**config.mk**
```make
export PLATFORM = sky130hd
export DESIGN_NAME = cdown_timer
export DESIGN_NICKNAME = d
export VERILOG_FILES = /design/src/rtl/cdown_timer_pkg.sv /design/src/rtl/cdown_regs.sv /design/src/rtl/cdown_core.sv /design/src/rtl/cdown_irq.sv /design/src/rtl/cdown_timer.sv
export SDC_FILE = /design/constraint.sdc
export NUM_CORES = 1
export LEC_CHECK = 0
export ABC_AREA = 1
export BUFFER_PORTS_ARGS = -buffer_cell sky130_fd_sc_hd__buf_2
export CAP_MARGIN = 20
export CORE_MARGIN = 4
export CORE_UTILIZATION = 30
export DETAILED_ROUTE_END_ITERATION = 10
export HOLD_SLACK_MARGIN = 0.02
export PLACE_DENSITY = 0.48
export SLEW_MARGIN = 10
export SYNTH_ARGS = -nofsm -noshare
export SYNTH_HDL_FRONTEND = slang
export SYNTH_HIERARCHICAL = 1
export SYNTH_SLANG_ARGS = --single-unit
```
**constraint.sdc**
```tcl
create_clock -name clk -period 2.3 [get_ports clk]
set_input_delay 0.115 -clock clk [delete_from_list [all_inputs] [get_ports clk]]
set_output_delay 0.115 -clock clk [all_outputs]
set_load 0.02 [all_outputs]
```
**src/rtl/cdown_timer_pkg.sv**
```systemverilog
package cdown_timer_pkg;

  typedef enum logic {
    MODE_FREE  = 1'b0,
    MODE_COUNT = 1'b1
  } cnt_mode_e;

  // control word layout: bit 0 run, bit 1 mode, bit 2 interrupt enable
  typedef struct packed {
    logic      irq_en;
    cnt_mode_e mode;
    logic      run;
  } ctrl_t;

  localparam int unsigned WORD_BYTES = 4;
  localparam int unsigned OFS_LOAD   = 0;
  localparam int unsigned OFS_CUR    = 8;
  localparam int unsigned OFS_STAT   = 24;
  localparam int unsigned CTRL_OFS_A = 16;
  localparam int unsigned CTRL_OFS_B = 28;

endpackage

```
**src/rtl/cdown_regs.sv**
```systemverilog
module cdown_regs
  import cdown_timer_pkg::*;
#(
  parameter int DATA_W   = 32,
  parameter int ADDR_W   = 8,
  parameter int CTRL_OFS = 16
) (
  input  logic                  clk,
  input  logic                  rst_n,
  input  logic                  bus_sel,
  input  logic                  bus_en,
  input  logic                  bus_wr,
  input  logic [ADDR_W-1:0]     bus_addr,
  input  logic [DATA_W-1:0]     bus_wdata,
  output logic [DATA_W-1:0]     bus_rdata,
  input  logic [2*DATA_W-1:0]   cnt_val,
  input  logic                  flag,
  output logic [2*DATA_W-1:0]   load_val,
  output ctrl_t                 ctrl,
  output logic                  start,
  output logic                  clr
);

  localparam int NWORDS = 2;

  logic wr_stb;
  logic ctrl_hit;
  logic stat_hit;
  logic unused_wdata;

  assign wr_stb       = bus_sel & bus_en & bus_wr;
  assign ctrl_hit     = (bus_addr == ADDR_W'(CTRL_OFS));
  assign stat_hit     = (bus_addr == ADDR_W'(OFS_STAT));
  assign unused_wdata = ^bus_wdata[DATA_W-1:3];

  // start value words
  for (genvar w = 0; w < NWORDS; w++) begin : g_load
    logic              word_ce;
    logic [DATA_W-1:0] word_d;
    logic [DATA_W-1:0] word_q;

    always_comb begin
      word_ce = wr_stb && (bus_addr == ADDR_W'(OFS_LOAD + w * WORD_BYTES));
      word_d  = bus_wdata;
    end

    always_ff @(posedge clk or negedge rst_n) begin
      if (!rst_n) begin
        word_q <= '0;
      end else if (word_ce) begin
        word_q <= word_d;
      end
    end

    assign load_val[w*DATA_W +: DATA_W] = word_q;
  end

  // control word
  ctrl_t ctrl_d;
  ctrl_t ctrl_q;
  logic  ctrl_ce;

  always_comb begin
    ctrl_ce = wr_stb & ctrl_hit;
    ctrl_d  = ctrl_t'(bus_wdata[2:0]);
  end

  always_ff @(posedge clk or negedge rst_n) begin
    if (!rst_n) begin
      ctrl_q <= '0;
    end else if (ctrl_ce) begin
      ctrl_q <= ctrl_d;
    end
  end

  assign ctrl  = ctrl_q;
  assign start = ctrl_ce & bus_wdata[0] & ~ctrl_q.run;
  assign clr   = wr_stb & stat_hit & bus_wdata[0];

  // read multiplexer
  always_comb begin
    bus_rdata = '0;
    if (bus_sel) begin
      for (int w = 0; w < NWORDS; w++) begin
        if (bus_addr == ADDR_W'(OFS_LOAD + w * WORD_BYTES)) begin
          bus_rdata = load_val[w*DATA_W +: DATA_W];
        end
        if (bus_addr == ADDR_W'(OFS_CUR + w * WORD_BYTES)) begin
          bus_rdata = cnt_val[w*DATA_W +: DATA_W];
        end
      end
      if (ctrl_hit) begin
        bus_rdata[2:0] = ctrl_q;
      end
      if (stat_hit) begin
        bus_rdata[0] = flag;
      end
    end
  end

endmodule

```
**src/rtl/cdown_core.sv**
```systemverilog
module cdown_core
  import cdown_timer_pkg::*;
#(
  parameter int COUNT_W = 64
) (
  input  logic               clk,
  input  logic               rst_n,
  input  logic               run,
  input  cnt_mode_e          mode,
  input  logic               start,
  input  logic [COUNT_W-1:0] load_val,
  output logic [COUNT_W-1:0] cnt,
  output logic [COUNT_W-1:0] act_load,
  output logic               tc,
  output logic               done
);

  logic [COUNT_W-1:0] cnt_d, cnt_q;
  logic [COUNT_W-1:0] act_d, act_q;
  logic               done_d, done_q;
  logic               at_zero;
  logic               core_ce;

  assign at_zero = (cnt_q == '0);
  assign core_ce = start | run;

  always_comb begin
    cnt_d  = cnt_q;
    act_d  = act_q;
    done_d = done_q;
    tc     = 1'b0;
    if (start) begin
      cnt_d  = load_val;
      act_d  = load_val;
      done_d = 1'b0;
    end else if (run) begin
      if (at_zero) begin
        if (mode == MODE_FREE) begin
          tc    = 1'b1;
          cnt_d = act_q;
        end else if (!done_q) begin
          tc     = 1'b1;
          done_d = 1'b1;
        end
      end else begin
        cnt_d = cnt_q - COUNT_W'(1);
      end
    end
  end

  always_ff @(posedge clk or negedge rst_n) begin
    if (!rst_n) begin
      cnt_q  <= '0;
      act_q  <= '0;
      done_q <= 1'b0;
    end else if (core_ce) begin
      cnt_q  <= cnt_d;
      act_q  <= act_d;
      done_q <= done_d;
    end
  end

  assign cnt      = cnt_q;
  assign act_load = act_q;
  assign done     = done_q;

endmodule

```
**src/rtl/cdown_irq.sv**
```systemverilog
module cdown_irq (
  input  logic clk,
  input  logic rst_n,
  input  logic tc,
  input  logic clr,
  input  logic irq_en,
  output logic flag,
  output logic irq_o
);

  logic flag_d, flag_q, flag_ce;

  always_comb begin
    flag_ce = tc | clr;
    if (tc) begin
      flag_d = 1'b1;
    end else begin
      flag_d = 1'b0;
    end
  end

  always_ff @(posedge clk or negedge rst_n) begin
    if (!rst_n) begin
      flag_q <= 1'b0;
    end else if (flag_ce) begin
      flag_q <= flag_d;
    end
  end

  assign flag  = flag_q;
  assign irq_o = flag_q & irq_en;

endmodule

```
**src/rtl/cdown_timer.sv**
```systemverilog
module cdown_timer
  import cdown_timer_pkg::*;
#(
  parameter int DATA_W   = 32,
  parameter int ADDR_W   = 8,
  parameter int CTRL_OFS = CTRL_OFS_A
) (
  input  logic              clk,
  input  logic              rst_n,
  input  logic              bus_sel,
  input  logic              bus_en,
  input  logic              bus_wr,
  input  logic [ADDR_W-1:0] bus_addr,
  input  logic [DATA_W-1:0] bus_wdata,
  output logic [DATA_W-1:0] bus_rdata,
  output logic              irq_o
);

  localparam int COUNT_W = 2 * DATA_W;

  ctrl_t              ctrl;
  logic               start;
  logic               clr;
  logic               tc;
  logic               flag;
  logic               done;
  logic [COUNT_W-1:0] cnt;
  logic [COUNT_W-1:0] act_load;
  logic [COUNT_W-1:0] load_val;

  cdown_regs #(
    .DATA_W  (DATA_W),
    .ADDR_W  (ADDR_W),
    .CTRL_OFS(CTRL_OFS)
  ) u_regs (
    .clk      (clk),
    .rst_n    (rst_n),
    .bus_sel  (bus_sel),
    .bus_en   (bus_en),
    .bus_wr   (bus_wr),
    .bus_addr (bus_addr),
    .bus_wdata(bus_wdata),
    .bus_rdata(bus_rdata),
    .cnt_val  (cnt),
    .flag     (flag),
    .load_val (load_val),
    .ctrl     (ctrl),
    .start    (start),
    .clr      (clr)
  );

  cdown_core #(
    .COUNT_W(COUNT_W)
  ) u_core (
    .clk     (clk),
    .rst_n   (rst_n),
    .run     (ctrl.run),
    .mode    (ctrl.mode),
    .start   (start),
    .load_val(load_val),
    .cnt     (cnt),
    .act_load(act_load),
    .tc      (tc),
    .done    (done)
  );

  cdown_irq u_irq (
    .clk   (clk),
    .rst_n (rst_n),
    .tc    (tc),
    .clr   (clr),
    .irq_en(ctrl.irq_en),
    .flag  (flag),
    .irq_o (irq_o)
  );

endmodule

```
Word-level counts from Yosys, hierarchy flattened
Cells that the tools add are included.
{"block": "classes", "n_addsub": 1, "eq_ne": 6, "muxes": 21, "n_bitwise": 11, "n_reduce_logical": 10}
{"op": "64-bit 2-to-1 mux", "count": 4}
{"op": "32-bit 2-to-1 mux", "count": 5}
{"op": "64-bit logical NOT", "count": 1}
{"op": "64-bit by 1-bit subtractor with 64-bit output (second input constant)", "count": 1}
{"op": "8-bit by 4-bit == test with 1-bit output (second input constant)", "count": 2}
{"op": "8-bit by 5-bit == test with 1-bit output (second input constant)", "count": 2}
{"op": "1-bit 2-to-1 mux", "count": 11}
{"op": "1-bit AND", "count": 8}
{"op": "8-bit by 3-bit == test with 1-bit output (second input constant)", "count": 1}
{"op": "8-bit logical NOT", "count": 1}
{"op": "2-bit nonzero test", "count": 3}
{"op": "4-bit AND reduction", "count": 1}
{"op": "3-bit 2-to-1 mux", "count": 1}
{"op": "3-bit by 2-bit inequality test with 1-bit output (second input constant)", "count": 1}
{"op": "3-bit AND reduction", "count": 1}
{"op": "1-bit logical AND", "count": 2}
{"op": "1-bit bitwise OR", "count": 2}
{"op": "2-bit AND reduction", "count": 1}
{"op": "1-bit NOT", "count": 1}
{"block": "word_totals", "ff_bits": 197, "input_bits": 45, "out_inout_bits": 33, "word_cells": 58}

Logic depth before layout (Yosys ltp)
Gate-level depths: netlist (run 1).
{"block": "logic_depth", "depth_word": 8, "ltp_mapped": 17, "ltp_nobuf": 15}

Cells and area by module
Netlist (run 1), hierarchy kept.
{"module": "cdown_core", "n_inst": 1, "cells_per_inst": 1328, "area_each_um2": 8346.8, "seq_area_each_um2": 3228.1}
{"module": "cdown_regs", "n_inst": 1, "cells_per_inst": 476, "area_each_um2": 3653.5, "seq_area_each_um2": 1676.6}
{"module": "cdown_irq", "n_inst": 1, "cells_per_inst": 7, "area_each_um2": 47.5, "seq_area_each_um2": 25.0}

Least setup slack after synthesis (run 1)
Ideal clock, no wire load.
{"block": "synth_path", "path_type": "input to register", "start": "in bus_addr[1]", "end": "reg u_core.cnt_q[35] (netlist: u_core/cnt[35])", "setup_ns": 0.077, "arrival_time_ns": 1.966, "required_time_ns": 2.223, "setup_slack_ns": 0.257, "path_stages": 14, "n_path_buf": 3, "cell_sequence": "nor2_1 nand2_1 nor2_1 nand2_1 inv_1 nand2_1 nor2_1 buf_2 clkbuf_1 clkbuf_1 nand2_1 inv_1 nor2_1 a21oi_1"}
{"block": "synth_via", "elab_chain_len": 6, "elab_cells_between_ends": 9, "cone_classes": "eq/ne (2); mux (1); bitwise (4); reduce/logical (2)"}
{"element": "start, declared", "line_no": "cdown_timer.sv:13", "source": "input logic [ADDR_W-1:0] bus_addr,"}
{"element": "8-bit by 5-bit == test with 1-bit output (*)", "line_no": "cdown_regs.sv:32", "source": "assign ctrl_hit = (bus_addr == ADDR_W'(CTRL_OFS));"}
{"element": "1-bit AND (*)", "line_no": "cdown_regs.sv:64", "source": "ctrl_ce = wr_stb & ctrl_hit;"}
{"element": "1-bit AND (*) (2 in series)", "line_no": "cdown_regs.sv:77", "source": "assign start = ctrl_ce & bus_wdata[0] & ~ctrl_q.run;"}
{"element": "via start", "line_no": "cdown_timer.sv:22", "source": "logic start;"}
{"element": "3-bit by 2-bit inequality test with 1-bit output (no source line), or another cell as far along"}
{"element": "3-bit AND reduction (no source line)"}
{"element": "end signal, assigned", "line_no": "cdown_core.sv:57", "source": "cnt_q <= cnt_d;"}
{"element": "end, declared", "line_no": "cdown_core.sv:18", "source": "logic [COUNT_W-1:0] cnt_d, cnt_q;"}
The timed path passes the listed nets; every way through them passes the cells marked *.
A chain may end at the register's enable or synchronous reset.

Final worst setup path (run 1)
{"block": "layout_path", "start": "reg u_core.cnt_q[28] (netlist: u_core/cnt[28])", "end": "reg u_core.cnt_q[35] (netlist: u_core/cnt[35])"}
{"block": "layout_via", "elab_chain_len": 4, "elab_cells_between_ends": 7, "cone_classes": "add/sub (1); eq/ne (1); mux (3); reduce/logical (2)"}
{"element": "64-bit by 1-bit subtractor with 64-bit output / 64-bit logical NOT (equally long branches)", "line_no": "cdown_core.sv:46, cdown_core.sv:24"}
{"element": "64-bit 2-to-1 mux", "line_no": "cdown_core.sv:37", "source": "if (at_zero) begin"}
{"element": "64-bit 2-to-1 mux", "line_no": "cdown_core.sv:36", "source": "end else if (run) begin"}
{"element": "64-bit 2-to-1 mux", "line_no": "cdown_core.sv:32", "source": "if (start) begin"}
Several ways; a longest one is shown, not always the timed one. The select of a mux whose other input is x is not followed.

==> run_results.csv, run 1 <==
group,metric,value,unit
detailed_routing,ant_nets,0,
timing,grt_setup_unrepaired,"yes",
timing,relSlewSlack,51.0,%
worst_setup_path,worst_setup_path_end_kind,"register",
power,power_switching,5720,uW
cells_and_area,antennaDiodeCount,0,
cells_and_area,fin_nets,2029,
placement,portBuffers,77,
hold_path,hold_path.class,"input pin to register",
worst_setup_path,path_class,"register to register",
synth,synth_top_family_by_area,"simple AND/OR/NAND/NOR gates",
power,p_leak,0.00774,uW
worst_setup_path,cp.arrival,2.63,ns
clock_network,cts_root_buffer,"clkbuf_16",
grt,grt_pass1_wl,74500,microns
worst_setup_path,cp-start-kind,"register",
worst_setup_path,path_cells,"nor2_1 -> nand2_1 -> nor2_4 -> nand2_2 -> nor2_1 -> nand3_1 -> buf_4 -> nand3_1 -> nand2_1 -> a21oi_1",
timing,finalCriticalPeriod,2.23,ns
clock_network,clock_path_buffers,2,
power,power_frac_comb,44.2,%
power,p_int,7330,uW
die,rows,73,
synth,synth_top_area_cell,"dfrtp_1",
die,io_pins,78,
die,dieArea,0.0434,sq mm
synth,synthXorXnorAreaFrac,0.727,%
timing,clock_skew,0.0265,ns
detailed_routing,first_pass_iters,5,
clock_network,clk_pin_slew,0.08,ns
worst_setup_path,crit_slowest_cell,"dfrtp_1",
synth,synth_cells,1811,
run,maxCapViolations,0,
worst_setup_path,crit_family,"simple AND/OR/NAND/NOR gates",
synth,synth_top_area_share,40.9,%
die,dieHeight,208,microns
timing,finalSetupViolations,0,
synth,synth_seq_area_share,40.9,%
clock_network,cts_sinks,197,
synth,yosysWarnings,6,
synth,synth_fp_nets,1858,
timing,fmax,0.448,GHz
clock_network,insertion_delay,0.48,ns
grt,antenna_found_initial,0,
synth,synth-main-ff-cell,"dfrtp_1",
timing,post-route-period-util,97.1,%
clock_network,post-cts-setup-buffers,0,
synth,synthTopCellsByCount,"nand2_1 (561), nor2_1 (252), dfrtp_1 (197)",
detailed_routing,num_vias,12500,
synth,mappedNetlistArea,0.0120,sq mm
power,p_clk_share,23.7,%
worst_setup_path,cp_max_fo,13,
placement,numPlacedInstances,2453,
power,power_density,890,mW/mm^2
synth,synth-seq-cells,197,
clock_network,htreeDepth,4,
die,die_w,208,microns
synth,synth_cell_types,35,
cells_and_area,fin_cells,2520,
cells_and_area,fin_util,36.9,%
synth,synth_compound_area_share,12.6,%
detailed_routing,wl_per_cell,19.0,microns
synth,syn_avg_cell_area,6.65,sq um
detailed_routing,drt_iter0_drc,1103,
timing,tightest_slew,0.736,ns
detailed_routing,drc,0,
die,core,0.0397,sq mm
synth,synth_most_common_cell,"nand2_1",
synth,synthArstFlopShare,100,%
synth,yosys.area_share.simple,35.7,%
synth,ys_top_cells_by_area,"dfrtp_1 (41%), nand2_1 (17%), nor2_1 (7.9%)",
worst_setup_path,critPathMaxStageDelay,0.40,ns
placement,place_congestion,0.942,
timing,hold_viol,0,
worst_setup_path,cp_data_required_time,2.70,ns
grt,grt_pass1_vias,12300,
cells_and_area,syn_to_final_growth,21.7,%
timing,setup-tns-final,0,ns
synth,muxShareOfSynthArea,0,%
outcome,status,"finished clean",
synth,synth-edff-count,0,
grt,grt_max_degree,84,
worst_setup_path,critPathBufInv,1,
timing,maxSlewViolCount,0,
cells_and_area,drive_above_1_share,14.3,%
power,switching_share,43.9,%
power,vdd_drop_max,0.000512,V
die,initial_core_util,30.3,%
detailed_routing,avgViaCountPerCell,4.96,
detailed_routing,finalWirelength,47800,microns
grt,track_usage,22.0,%
synth,synthAdderAreaFrac,0.208,%
power,seq_power_share,32.1,%
clock_network,cts_tree,"yes",
grt,grt.overflow.total,0,
placement,dp_hpwl,35500,microns
clock_network,cts_made_buffers,17,
==> path summary, 6_finish.rpt <==
kind	start	depth (start not counted)	end	slack [ns]
worst max-delay path	u_core/cnt[28]	10	u_core/cnt[35]	0.07
min in group asynchronous	rst_n	2	u_regs/g_load[0].word_q[16]	0.21
worst max register to register	u_core/cnt[28]	10	u_core/cnt[35]	0.07
worst min register to register	u_core/act_load[1]	2	u_core/act_load[1]	0.47
worst min-delay path	bus_addr[5]	7	u_irq/flag	0.1
max in group asynchronous	rst_n	3	u_regs/g_load[1].word_q[0]	1.39
==> layer usage <==
metal	track usage (%)	routed length (microns)	up-vias
met3	3.44	2270	56
met4	5.93	895	0
met2	34.5	21500	352
met1	31.7	23200	6021
met5	0	0	-
li1	-	-	6072
==> state kept, by name, summed over array words and instances (netlist names) <==
signal / count
u_core/cnt: 64
u_irq/flag: 1
u_core/act_load: 64
u_regs/ctrl: 3
u_regs/g_load.word_q: 64
u_core/done: 1
==> area by class of cell <==
type                       count  area, sq um
fill                        4340        25100
multi-input combinational   1335         5960
sequential                   197         4930
timing repair buffer         229         1770
inverter                     202          762
tap                          525          657
clock buffer                  18          439
clock inverter                14          135
==> worst min-delay path, cell delays in order <==
cell     delay [ns]
buf_2          0.09
nor2_1         0.05
nand3_1        0.10
nor3_1         0.05
inv_1          0.04
nand2_1        0.04
nand2_1        0.05
==> what timing repair did <==
action	CTS	global route
endpoints found under the setup margin	0	24
hold buffers	35	0
resized for setup	0	5
endpoints found under the hold margin	117	0
==> cell usage in the layout, fill, tap and decap left out, types with 8 or more instances in the layout <==
cell / synthesis / routed
o21ai_0: 113 / 113
inv_1: 196 / 196
nor2_1: 252 / 246
nand4_1: 14 / 14
nand2_1: 561 / 561
dlygate4sd3_1: 0 / 35
o21ai_1: 69 / 69
a21oi_1: 63 / 63
a31oi_1: 29 / 29
a21oi_2: 10 / 10
nand3_1: 159 / 159
buf_12: 1 / 12
clkbuf_16: 0 / 17
buf_4: 3 / 105
buf_2: 39 / 76
nor2_4: 6 / 8
nor2_2: 16 / 20
dfrtp_1: 197 / 197
==> kinds of logic (layout without fill, tap and decap cells) <==
| group | after synthesis | count (layout) |
|---|---|---|
| and+or+nand+nor | 1036 | 1036 |
| AOI/OAI and AO/OA | 287 | 287 |
| buffers and inverters | 279 | 463 |
| adders and majority gates | 2 | 2 |
| xor gates and xnor gates | 10 | 10 |
| DFF | 197 | 197 |
==> power groups by stage <==
stage / Sequential, uW / Combinational [uW] / Clock [uW]
floorplan: 4240 / 3030 / 0
global placement: 4240 / 5670 / 0
CTS: 4180 / 5720 / 3190
finish: 4190 / 5770 / 3090
detailed placement: 4240 / 5640 / 0
global route: 4240 / 6340 / 3300
==> stage by stage <==
stage	hold slack [ns]	total power [uW]	setup WS, ns	instance area (sq um)
after global placement	0.147	9910	0.0617	13700
after floorplan	-0.181	7280	0.257	12000
final	0.0980	13100	0.0667	14700
after CTS	0.0715	13100	0.0610	14600
after detailed placement	0.139	9890	0.0872	13700
after global routing	0.155	13900	-0.0376	14700
No activity file was read; power rests on OpenSTA's default activity.
==> run 2: changes to the inputs <==
RECOVER_POWER = 25   (was default)
==> run 2 against run 1 <==
- first-iteration DRC count shrank 0.82%
- final cell count is the same
- critical path type unchanged
- the run now ends with capacitance limit, slew limit left
- via count about the same
- global-route usage stayed put
- count of clock-buffer cells in the layout stayed put
- combinational power is essentially flat
- register-to-register slack barely moved
- critical endpoint unchanged
- sequential cell count stayed put
- setup slack worse by 0.00057 ns
==> run_results.csv, run 2 (synthesis gave the netlist of run 1 again) <==
group,metric,value,unit
outcome,status,"complete, but fails checks",
outcome,violations,"capacitance limit, slew limit",
detailed_routing,num_vias,12500,
cells_and_area,mostFrequentLayoutCells,"nand2_1 (561), nor2_1 (246), dfrtp_1 (197)",
worst_setup_path,path_class,"register to register",
detailed_routing,drc,0,
worst_setup_path,cp_max_fo,13,
timing,maxSlewViolCount,52,
detailed_routing,wl_per_cell,19.0,microns
grt,antenna_found_initial,0,
power,vdd_drop_max,0.000512,V
cells_and_area,fin_util,36.8,%
timing,setup-tns-final,0,ns
hold_path,hold_path.class,"input pin to register",
timing,relSlewSlack,-4.02,%
worst_setup_path,cp-start-kind,"register",
cells_and_area,fin_nets,2029,
die,rows,73,
grt,grt_max_degree,84,
cells_and_area,syn_to_final_growth,21.5,%
placement,place_congestion,0.942,
clock_network,clk_pin_slew,0.08,ns
detailed_routing,drt_iter0_drc,1094,
die,core,0.0397,sq mm
worst_setup_path,worst_setup_path_end_kind,"register",
hold_path,hold_depth,7,
power,power_density,892,mW/mm^2
grt,grt_pass1_wl,74500,microns
timing,fin_ws,0.0662,ns
placement,dp_hpwl,35500,microns
cells_and_area,fillCellCount,4343,
clock_network,insertion_delay,0.48,ns
timing,finalCriticalPeriod,2.23,ns
worst_setup_path,cp.arrival,2.63,ns
clock_network,cts_sinks,197,
worst_setup_path,reg2reg_to,"u_core/cnt[35]",
cells_and_area,final_common_cell,"nand2_1",
clock_network,htreeDepth,4,
timing,grt_setup_unrepaired,"yes",
grt,track_usage,22.0,%
clock_network,clock_path_buffers,2,
detailed_routing,finalWirelength,47800,microns
timing,post-route-period-util,97.1,%
worst_setup_path,rr_startpoint,"u_core/cnt[28]",
worst_setup_path,cp_data_required_time,2.70,ns
timing,tightest_slew,1.56,ns
worst_setup_path,r2r_setup_slack,0.07,ns
hold_path,hold_path_end,"u_irq/flag",
worst_setup_path,rr_worst_depth,10,
grt,grt.overflow.total,0,
die,io_pins,78,
placement,dp_slack,0.0872,ns
hold_path,min_from,"bus_addr[5]",
detailed_routing,first_pass_iters,5,
detailed_routing,ant_nets,0,
timing,fmax,0.448,GHz
cells_and_area,regArea,0.00493,sq mm
die,initial_core_util,30.3,%
detailed_routing,avgViaCountPerCell,4.96,
die,dieArea,0.0434,sq mm
timing,clock_skew,0.0271,ns
clock_network,cts_root_buffer,"clkbuf_16",
clock_network,cts_made_buffers,17,
timing,hold_viol,0,
grt,grt_pass1_vias,12300,
clock_network,cts_tree,"yes",
clock_network,post-cts-setup-buffers,0,
cells_and_area,antennaDiodeCount,0,
power,p_leak,0.00773,uW
placement,portBuffers,77,
die,dieHeight,208,microns
die,die_w,208,microns
cells_and_area,drive_above_1_share,14.3,%
run,maxCapViolations,1,
cells_and_area,multi_input_area,0.00596,sq mm
timing,finalSetupViolations,0,
## run 2: changes by cell type in the layout (fill, tap and decap cells not counted), sizes merged
cell    previous run  this run
buf              193       191
clkbuf            19        21
## run 2: how the worst max path moves through the flow
| stage | startpoint | endpoint | slack, ns | cells past startpoint |
|---|---|---|---|---|
| 6_report | u_core/cnt[28] | u_core/cnt[35] | 0.07 | 10 |
| 5_1_grt | u_core/cnt[6] | u_core/cnt[35] | -0.04 | 11 |
| 4_1_cts | u_core/cnt[28] | u_core/cnt[35] | 0.06 | 10 |
| 3_5_place_dp | u_core/cnt[43] | u_core/cnt[35] | 0.09 | 10 |
| 3_3_place_gp | u_core/cnt[28] | u_core/cnt[35] | 0.06 | 10 |
| 2_1_floorplan | bus_addr[1] | u_core/cnt[35] | 0.26 | 14 |
## run 2: repair_timing
action | CTS | global route
setup endpoints to repair | 0 | 24
endpoints found under the hold margin | 117 | 0
gates resized for setup | 0 | 5
hold buffers | 35 | 0
## run 2: critical path: stages, from the launching register on
cell and delay, ns:
dfrtp_1 0.40, nor2_1 0.27, nand2_1 0.18, nor2_4 0.20, nand2_2 0.10, nor2_1 0.17, nand3_1 0.16, buf_4 0.24
nand3_1 0.23, nand2_1 0.08, a21oi_1 0.13
## run 2: metal layers
layer	part of all wire, %	wire length (microns)	global-route usage, %
met1	48	23100	31.7
met3	5.0	2380	3.44
met4	1.9	908	5.93
met5	0	0	0
met2	45	21400	34.5
## run 2: cell type report
| cell class | count | area share (%) |
|---|---|---|
| tap | 525 | 4.49 |
| clock inverter | 14 | 0.923 |
| timing repair buffer | 229 | 12.0 |
| inverter | 202 | 5.21 |
| clock buffer | 18 | 3.00 |
| multi-input combinational | 1335 | 40.7 |
| sequential | 197 | 33.7 |
## run 2: metrics by stage
| stage | std cells | instance area (sq um) | hold WS, ns | power, uW |
|---|---|---|---|---|
| 2_1_floorplan | 1811 | 12000 | -0.181 | 7280 |
| 3_3_place_gp | 2453 | 13700 | 0.147 | 9910 |
| 3_5_place_dp | 2453 | 13700 | 0.139 | 9890 |
| 4_1_cts | 2520 | 14600 | 0.0715 | 13100 |
| 5_1_grt | 2520 | 14600 | 0.155 | 13900 |
| 6_report | 2520 | 14600 | 0.0981 | 13000 |
## run 2: power breakdown
| part | total, uW | leakage (uW) | switching [uW] | internal, uW |
|---|---|---|---|---|
| Clock | 3090 | 0.000282 | 1540 | 1550 |
| Combinational | 5770 | 0.00493 | 3800 | 1970 |
| Sequential | 4190 | 0.00252 | 385 | 3810 |
| Total | 13000 | 0.00773 | 5730 | 7320 |
